==> config.mk <==
export PLATFORM = sky130hd
export DESIGN_NAME = rx_release_ctrl
export DESIGN_NICKNAME = d
export VERILOG_FILES = /design/src/rtl/rxr_pkg.sv /design/src/rtl/rxr_cfg_regs.sv /design/src/rtl/rxr_idle_timer.sv /design/src/rtl/rxr_release_arb.sv /design/src/rtl/rx_release_ctrl.sv
export SDC_FILE = /design/constraint.sdc
export NUM_CORES = 1
export LEC_CHECK = 0
export ABC_AREA = 1
export ABC_CLOCK_PERIOD_IN_PS = 2690
export BUFFER_PORTS_ARGS = -buffer_cell sky130_fd_sc_hd__buf_2
export CAP_MARGIN = 20
export CORE_AREA = 2 2 65 67
export CTS_CLUSTER_DIAMETER = 50
export CTS_CLUSTER_SIZE = 28
export DETAILED_ROUTE_END_ITERATION = 10
export DIE_AREA = 0 0 67 69
export PLACE_DENSITY = 0.78
export SYNTH_ARGS = -nofsm -noshare
export SYNTH_HDL_FRONTEND = slang
export SYNTH_SLANG_ARGS = --single-unit
==> constraint.sdc <==
create_clock -name clk -period 2.69 [get_ports clk]
set_clock_uncertainty 0.15 [all_clocks]
set_input_delay 0.269 -clock clk [delete_from_list [all_inputs] [get_ports clk]]
set_output_delay 0.269 -clock clk [all_outputs]
set_load 0.05 [all_outputs]
==> src/rtl/rxr_pkg.sv <==
package rxr_pkg;
  // bits in one character: start + data + optional parity + one or two stops
  function automatic logic [7:0] frame_bits(input logic [3:0] dw, input logic par,
                                            input logic two_stop);
    return 8'd2 + 8'(dw) + 8'(par) + 8'(two_stop);
  endfunction

  // idle timeout measured in bit ticks: three characters
  function automatic logic [7:0] idle_limit(input logic [3:0] dw, input logic par,
                                            input logic two_stop);
    return 8'd3 * frame_bits(dw, par, two_stop);
  endfunction

  function automatic logic [7:0] pkt_thresh(input logic short_pkt);
    return short_pkt ? 8'd63 : 8'd64;
  endfunction
endpackage

==> src/rtl/rxr_cfg_regs.sv <==
module rxr_cfg_regs #(
  parameter int BAUD_W    = 24,
  parameter int BAUD_EDGE = 46921
) (
  input  logic              clk,
  input  logic              rst_n,
  input  logic              wr,
  input  logic              addr,
  input  logic [7:0]        wdata,
  input  logic              class_cmd,
  input  logic              baud_upd,
  input  logic [BAUD_W-1:0] baud_rate,
  output logic [7:0]        rdata,
  output logic              pkt_sel,
  output logic              ll_en
);
  logic slow_q, slow_nx;
  logic pkt_q, ll_q;

  assign slow_nx = baud_upd ? (baud_rate < BAUD_W'(BAUD_EDGE)) : slow_q;

  always_ff @(posedge clk or negedge rst_n) begin
    if (!rst_n) begin
      slow_q <= 1'b0;
      pkt_q  <= 1'b0;
      ll_q   <= 1'b0;
    end else begin
      slow_q <= slow_nx;
      if (class_cmd)
        pkt_q <= 1'b1;
      else if (wr && !addr)
        pkt_q <= wdata[0];
      if (wr && addr)
        ll_q <= wdata[0] | slow_nx;
      else if (slow_nx)
        ll_q <= 1'b1;
    end
  end

  assign pkt_sel = pkt_q;
  assign ll_en   = ll_q;
  assign rdata   = {7'd0, addr ? ll_q : pkt_q};
endmodule

==> src/rtl/rxr_idle_timer.sv <==
module rxr_idle_timer #(
  parameter int TMR_W = 8
) (
  input  logic             clk,
  input  logic             rst_n,
  input  logic             fifo_empty,
  input  logic             rx_byte,
  input  logic             bit_tick,
  input  logic [TMR_W-1:0] limit,
  output logic             expired
);
  logic [TMR_W-1:0] cnt_q;
  logic             exp_q;
  logic             hit;

  assign hit = (cnt_q + TMR_W'(1)) >= limit;

  always_ff @(posedge clk or negedge rst_n) begin
    if (!rst_n) begin
      cnt_q <= '0;
      exp_q <= 1'b0;
    end else if (fifo_empty) begin
      cnt_q <= '0;
      exp_q <= 1'b0;
    end else if (rx_byte) begin
      cnt_q <= '0;
    end else if (bit_tick && !exp_q) begin
      if (hit) begin
        cnt_q <= '0;
        exp_q <= 1'b1;
      end else begin
        cnt_q <= cnt_q + TMR_W'(1);
      end
    end
  end

  assign expired = exp_q;
endmodule

==> src/rtl/rxr_release_arb.sv <==
module rxr_release_arb #(
  parameter int CNT_W = 7
) (
  input  logic             clk,
  input  logic             rst_n,
  input  logic             in_req,
  input  logic [CNT_W-1:0] fifo_cnt,
  input  logic [CNT_W-1:0] thresh,
  input  logic             ll_en,
  input  logic             expired,
  output logic             release_ok,
  output logic             in_grant,
  output logic             in_nak,
  output logic [CNT_W-1:0] in_len
);
  logic [CNT_W-1:0] len_c;

  assign release_ok = ll_en || (fifo_cnt >= thresh) || (expired && fifo_cnt != '0);
  assign len_c      = (fifo_cnt < thresh) ? fifo_cnt : thresh;

  always_ff @(posedge clk or negedge rst_n) begin
    if (!rst_n) begin
      in_grant <= 1'b0;
      in_nak   <= 1'b0;
      in_len   <= '0;
    end else begin
      in_grant <= in_req && release_ok;
      in_nak   <= in_req && !release_ok;
      in_len   <= (in_req && release_ok) ? len_c : '0;
    end
  end
endmodule

==> src/rtl/rx_release_ctrl.sv <==
module rx_release_ctrl #(
  parameter int CNT_W     = 7,
  parameter int BAUD_W    = 24,
  parameter int BAUD_EDGE = 46921,
  parameter int TMR_W     = 8
) (
  input  logic              clk,
  input  logic              rst_n,
  input  logic              cfg_wr,
  input  logic              cfg_addr,
  input  logic [7:0]        cfg_wdata,
  output logic [7:0]        cfg_rdata,
  input  logic              class_cmd,
  input  logic              baud_upd,
  input  logic [BAUD_W-1:0] baud_rate,
  input  logic [3:0]        data_w,
  input  logic              par_en,
  input  logic              stop2,
  input  logic [CNT_W-1:0]  fifo_cnt,
  input  logic              rx_byte,
  input  logic              bit_tick,
  input  logic              in_req,
  output logic              in_grant,
  output logic              in_nak,
  output logic [CNT_W-1:0]  in_len
);
  import rxr_pkg::*;

  // named internal events, visible to the bound checker
  logic             pkt_sel;
  logic             ll_en;
  logic             idle_expired;
  logic             release_ok;
  logic [CNT_W-1:0] thresh;
  logic [TMR_W-1:0] limit;

  assign thresh = CNT_W'(pkt_thresh(pkt_sel));
  assign limit  = TMR_W'(idle_limit(data_w, par_en, stop2));

  rxr_cfg_regs #(.BAUD_W(BAUD_W), .BAUD_EDGE(BAUD_EDGE)) u_regs (
    .clk(clk), .rst_n(rst_n), .wr(cfg_wr), .addr(cfg_addr), .wdata(cfg_wdata),
    .class_cmd(class_cmd), .baud_upd(baud_upd), .baud_rate(baud_rate),
    .rdata(cfg_rdata), .pkt_sel(pkt_sel), .ll_en(ll_en)
  );

  rxr_idle_timer #(.TMR_W(TMR_W)) u_timer (
    .clk(clk), .rst_n(rst_n), .fifo_empty(fifo_cnt == '0), .rx_byte(rx_byte),
    .bit_tick(bit_tick), .limit(limit), .expired(idle_expired)
  );

  rxr_release_arb #(.CNT_W(CNT_W)) u_arb (
    .clk(clk), .rst_n(rst_n), .in_req(in_req), .fifo_cnt(fifo_cnt), .thresh(thresh),
    .ll_en(ll_en), .expired(idle_expired), .release_ok(release_ok),
    .in_grant(in_grant), .in_nak(in_nak), .in_len(in_len)
  );
endmodule

* After elaboration in Yosys (flattened, before gate mapping)
Index checks and enable logic that the tools add are counted.
W data, S select, Z words.
** Storage, ports and cells
- Bits in read-only memories :: 0
- Output and inout bits :: 17
- Word-level logic and storage cells :: 55
- Memories kept :: 0
- Input port bits :: 54
- Register bits after elaboration :: 21
- Latch bits :: 0
- RAM bits :: 0
** Cells by class
- Reduce and logical (&&, ||, !) cells :: 19
- Div/mod/pow operators :: 0
- Bitwise operators :: 1
- Shift operators :: 0
- $mul :: 1
- Add/sub/neg operators :: 4
- $lt $le $gt $ge :: 4
- Muxes and demuxes :: 17
- Eq/ne operators :: 1
** Operators with widths (number)
- $mux W8 :: 4
- $lt A24 B16 Y1 const B :: 1
- $mux W7 :: 3
- $mux W1 :: 10
- $add A8 B1 Y8 const B :: 1
- $ge A8 B8 Y1 :: 1
- $mul A2 B7 Y8 const A :: 1
- $reduce_bool A2 Y1 :: 4
- $add A6 B1 Y7 :: 1
- $ge A7 B7 Y1 :: 1
- $logic_not A7 Y1 :: 1
- $lt A7 B7 Y1 :: 1
- $reduce_bool A7 Y1 :: 1
- $add A5 B1 Y6 :: 1
- $logic_and A1 B1 Y1 :: 6
- $add A2 B4 Y5 const A :: 1
- $logic_not A1 Y1 :: 3
- $reduce_and A3 Y1 :: 1
- $reduce_bool A3 Y1 :: 1
- $logic_or A1 B1 Y1 :: 2
- $ne A2 B1 Y1 const B :: 1
- $or A1 B1 Y1 :: 1

* Longest topological paths before layout
- Depth after elaboration :: 9
- Gate-level depth with buffers :: 19
- Mapped depth without buffers :: 19

* By module
From an unflattened synthesis, not the netlist that was laid out.
** Unflattened totals
- Cells, all modules :: 310
- Area total of the unflattened synthesis :: 2077.0 sq um
** By module, submodules not included
- rxr_idle_timer :: instances 1, area each 767.0 sq um, seq. area each 225.2 sq um, cells each 105
- rxr_release_arb :: instances 1, area each 670.6 sq um, seq. area each 225.2 sq um, cells each 97
- rxr_cfg_regs :: instances 1, area each 325.3 sq um, seq. area each 75.1 sq um, cells each 57
- rx_release_ctrl :: instances 1, area each 314.1 sq um, seq. area each 0.0 sq um, cells each 51

* Worst setup path after synthesis
Ideal clock, no wire load.
- Kind :: input to register
- Start :: in data_w[0]
- End :: reg u_timer.cnt_q[0]
- Buffers on the path :: 0
- Data required time :: 2.474 ns
- Setup time :: 0.066 ns
- Arrival time :: 2.682 ns
- Stages :: 18
- Path slack :: -0.208 ns
- Path through :: fa_1 > nor2_1 > nor2_1 > nand2_1 > inv_1 > nor2_1 > ha_1 > a21oi_1 > nand2_1 > xor2_1 > ha_1 > a21oi_1 > o211ai_1 > inv_1 > nand2_2 > nor2_4 > nand2_1 > nand2_1
** On the way
- Cells in the longest elaborated chain, start to end :: 9
** Ends and longest elaborated chain
- start, declared :: RTL line rx_release_ctrl.sv:16 : input logic [3:0] data_w,
- $add A2 B4 Y5 :: RTL line rxr_pkg.sv:5 : return 8'd2 + 8'(dw) + 8'(par) + 8'(two_stop);
- $add A5 B1 Y6 :: RTL line rxr_pkg.sv:5
- $add A6 B1 Y7 :: RTL line rxr_pkg.sv:5
- $mul A2 B7 Y8 :: RTL line rxr_pkg.sv:11 : return 8'd3 * frame_bits(dw, par, two_stop);
- $ge A8 B8 Y1 :: RTL line rxr_idle_timer.sv:16 : assign hit = (cnt_q + TMR_W'(1)) >= limit;
- $mux W8 :: RTL line rxr_idle_timer.sv:28 : if (hit) begin
- $mux W8 :: RTL line rxr_idle_timer.sv:27 : end else if (bit_tick && !exp_q) begin
- $mux W8 :: RTL line rxr_idle_timer.sv:25 : end else if (rx_byte) begin
- $mux W8 :: RTL line rxr_idle_timer.sv:22 : end else if (fifo_empty) begin
- end signal, assigned :: RTL line rxr_idle_timer.sv:32 : cnt_q <= cnt_q + TMR_W'(1);
- end, declared :: RTL line rxr_idle_timer.sv:12 : logic [TMR_W-1:0] cnt_q;
Every way passes these cells. The select of a mux whose other input is x is not followed.
A chain may end at the register's enable or synchronous reset.

* Worst setup path after layout
- Start :: in stop2
- End :: reg u_timer.cnt_q[3]
** On the way
- Cells in the longest elaborated chain, start to end :: 7
** Ends and longest elaborated chain
- start, declared :: RTL line rx_release_ctrl.sv:18 : input logic stop2,
- $add A6 B1 Y7 :: RTL line rxr_pkg.sv:5
- $mul A2 B7 Y8 :: RTL line rxr_pkg.sv:11
- $ge A8 B8 Y1 :: RTL line rxr_idle_timer.sv:16
- $mux W8 :: RTL line rxr_idle_timer.sv:28
- $mux W8 :: RTL line rxr_idle_timer.sv:27
- $mux W8 :: RTL line rxr_idle_timer.sv:25
- $mux W8 :: RTL line rxr_idle_timer.sv:22
Every way passes these cells. The select of a mux whose other input is x is not followed.

==> out/qor.json <==
{
  "outcome": {"value": "complete, but fails checks"},
  "violations": {"value": "negative setup slack"},
  "slew_violations": {"value": 0},
  "critical_path.startpoint": {"value": "stop2"},
  "starting_density_of_the_core": {"value": 0.4405},
  "p_leak": {"value": 0.001285, "unit": "uW"},
  "firstDrtPassIters": {"value": 4},
  "grt_pass1_vias": {"value": 1609},
  "cap_violations": {"value": 0},
  "fp.dieW": {"value": 67, "unit": "um"},
  "path_clk_slew": {"value": 70, "unit": "ps"},
  "coreArea": {"value": 3914, "unit": "um2"},
  "syn_area": {"value": 1724, "unit": "um2"},
  "post_synth_mux_area_share": {"value": 0.005806},
  "area_added_between_synthesis_and_finish": {"value": 33.02, "unit": "%"},
  "antenna_violating_nets_post_route": {"value": 0},
  "avgSynthCellArea": {"value": 7.562, "unit": "um2"},
  "post-route-period-util": {"value": 1.039},
  "synth_area_leaders": {"value": "dfrtp_1, ha_1, nand2_1"},
  "worst_ir_drop_vdd": {"value": 0.2243, "unit": "mV"},
  "port-buffer-count": {"value": 56},
  "worstReg2RegStart": {"value": "u_timer.cnt_q[0]"},
  "insertedDiodeCount": {"value": 0},
  "tritoncts.num_buffers": {"value": 3},
  "post-dp-hpwl": {"value": 2863, "unit": "um"},
  "grt_antenna_before_repair": {"value": 0},
  "holdCritPathClass": {"value": "primary input to flop"},
  "postSynthRegisterBits": {"value": 21},
  "post_synth_inst_count": {"value": 228},
  "synth-xor-area-share": {"value": 0.03556},
  "ctsRootBufferMaster": {"value": "clkbuf_8"},
  "final_nets": {"value": 378},
  "yosysTopAreaCell": {"value": "dfrtp_1"},
  "synth_compound_area_frac": {"value": 0.08999},
  "rsz0062_at_grt": {"value": "true"},
  "setup-violations-final": {"value": 7},
  "htreeDepth": {"value": 1},
  "insertion_delay": {"value": 260, "unit": "ps"},
  "detailedPlace.worstSlack": {"value": -411.7, "unit": "ps"},
  "total_of_fill_cells_in_the_finished_design": {"value": 353},
  "gp_congestion": {"value": 0.8154},
  "number_of_flops_mapped_to_enable_cells_by_yosys": {"value": 0},
  "final_critical_delay_including_setup_and_external_delays": {"value": 2796, "unit": "ps"},
  "clk_path_buf_depth": {"value": 2},
  "synth_simple_gate_area_frac": {"value": 0.2975},
  "postSynth.asyncResetShare": {"value": 1.000},
  "average_detailed_routed_wire_length_per_instance": {"value": 10.13, "unit": "um"},
  "synth.lib_cells_used.distinct": {"value": 30},
  "detail_route.wirelength": {"value": 3557, "unit": "um"},
  "post_drt_via_cell_ratio": {"value": 4.704},
  "cellPowerDensity": {"value": 417.0, "unit": "nW/um2"},
  "die_height": {"value": 69, "unit": "um"},
  "critical_path.endpoint_type": {"value": "flop"},
  "timing.critical_path.required": {"value": 2740, "unit": "ps"},
  "grt_util_all_layers": {"value": 0.1688},
  "synth_top_area_frac": {"value": 0.3048},
  "ys_seq_area_frac": {"value": 0.3048},
  "grt_remaining_overflow": {"value": 0},
  "cts.sink_count": {"value": 21},
  "criticalPathCategory": {"value": "primary input to flop"},
  "grt_first_pass_wirelength": {"value": 6334, "unit": "um"},
  "cts_tree": {"value": "yes"},
  "ys.flop_type": {"value": "dfrtp_1"},
  "hold_start": {"value": "rx_byte"},
  "drive_above_1_share": {"value": 0.3654},
  "total_count_of_hold_check_failures_in_the_final_report": {"value": 0},
  "ios": {"value": 71},
  "critPathArrivalTime": {"value": 2840, "unit": "ps"},
  "floorplan.rows": {"value": 23},
  "number_of_drc_markers_in_iteration_0": {"value": 32},
  "die_area": {"value": 4623, "unit": "um2"},
  "timing.final.ws_setup": {"value": -105.7, "unit": "ps"},
  "synth_warnings": {"value": 0},
  "path_max_fanout": {"value": 7},
  "largest_net_degree_at_the_start_of_global_routing": {"value": 22},
  "route.vias.total": {"value": 1651},
  "dominant_combinational_cell_family_by_area_after_synthesis": {"value": "simple AND/OR/NAND/NOR gates"},
  "detail_route.drc_violations": {"value": 0},
  "fmax": {"value": 357.7, "unit": "MHz"},
  "startpoint_type": {"value": "primary input"},
  "adder_and_majority_gate_portion_of_the_synthesized_area": {"value": 0.1684},
  "total_power": {"value": 956.5, "unit": "uW"}
}
==> cells in the mapped netlist, types with 3 or more instances <==
cell     instances
nand2_1         53
buf_4            7
inv_2            3
nand3_1         15
o21ai_0          3
nand4_1          4
a21oi_1         13
nor2_2           3
xor2_1           5
nor3_1           6
nand2_2          4
inv_1           27
nor2_1          25
ha_1            20
dfrtp_1         21
==> where the power goes <==
group          switching, uW  internal [uW]  total [uW]
clock network           97.8            105         203
logic                    243            162         405
registers               10.7            338         348
total                    351            605         956
==> worst max-delay path, cell delays in order <==
cell and delay [ps]:
buf_6 90, fa_2 400, nor2_4 110, nor2_2 70
nand2_2 80, inv_2 50, nor2_4 170, ha_4 230
a21oi_2 110, nand2_1 80, xor2_1 150, ha_1 320
a21oi_2 140, o211ai_1 90, inv_1 70, nand2_2 60
nor2_4 200, nand2_1 80, nand2_1 60
==> what timing repair did <==
item | CTS | global route
setup endpoints to repair | 8 | 8
hold buffers | 1 | 0
buffers inserted | 3 | 1
pin swaps | 14 | 12
gates cloned | 0 | 0
gates resized for setup | 7 | 8
hold endpoints to repair | 21 | 0
==> registers in the layout, summed over array words and instances, names as in the netlist <==
name             cells
u_regs.ll_en         1
u_arb.in_nak         1
u_arb.in_len         7
u_timer.cnt_q        8
u_regs.slow_q        1
u_timer.expired      1
u_arb.in_grant       1
u_regs.pkt_sel       1
==> final timing paths <==
path	end	slack, ps	cells after the start
worst max-delay path	u_timer.cnt_q[3]	-110	19
worst min-delay path	u_timer.cnt_q[7]	50	2
worst max register to register	u_timer.cnt_q[3]	460	13
worst min register to register	u_regs.slow_q	340	2
max in group asynchronous	u_timer.cnt_q[2]	1740	2
min in group asynchronous	u_regs.pkt_sel	340	2
==> layout make-up <==
| class | count | area, um2 | area share |
|---|---|---|---|
| clock buffers | 4 | 45.04 | 0.01964 |
| inverters | 30 | 112.6 | 0.04910 |
| multi-input cells | 176 | 1154 | 0.5030 |
| flip-flops and latches | 21 | 525.5 | 0.2291 |
| well taps | 50 | 62.56 | 0.02728 |
| repair buffers | 70 | 394.1 | 0.1718 |
==> placed cells by master (no fill, tap or decap), drive strengths merged, types with 2 or more instances in the layout <==
| master | n |
|---|---|
| xnor2 | 2 |
| dfrtp | 21 |
| clkbuf | 4 |
| a21oi | 15 |
| conb | 7 |
| nor2 | 30 |
| inv | 30 |
| nand4 | 4 |
| nand3 | 15 |
| nor3 | 6 |
| ha | 20 |
| xor2 | 5 |
| buf | 69 |
| a211oi | 2 |
| fa | 2 |
| nand2 | 58 |
| o21ai | 4 |
==> stage by stage <==
stage	area, um2	util	hold WS [ps]	cells	TNS [ps]
final	2293	0.5860	48.39	351	-654.2
after floorplan	1793	-	-176.6	234	-855.4
after detailed placement	2151	0.5496	100.5	342	-3101
after global placement	2151	0.5496	91.18	342	-2711
after global routing	2293	0.5860	52.98	351	-1817
after CTS	2261	0.5777	48.63	350	-529.9
==> routing by layer <==
layer / vias to the layer above / share of wire / global-route usage
met4: 0 / 0.013 / 0.04082
met3: 4 / 0.038 / 0.01794
met5: - / 0 / 0
li1: 871 / - / -
met2: 41 / 0.51 / 0.3014
met1: 735 / 0.43 / 0.2122
==> cells by family (layout without fill, tap and decap cells) <==
logic type      Yosys count  in the layout
simple gates            115            115
buf+inv                  37            104
other cells               1              7
compound gates           24             24
xor+xnor                  7              7
fa+ha+maj                22             22
mux                       1              1
flops                    21             21
Power figures use the tool's default switching activity.
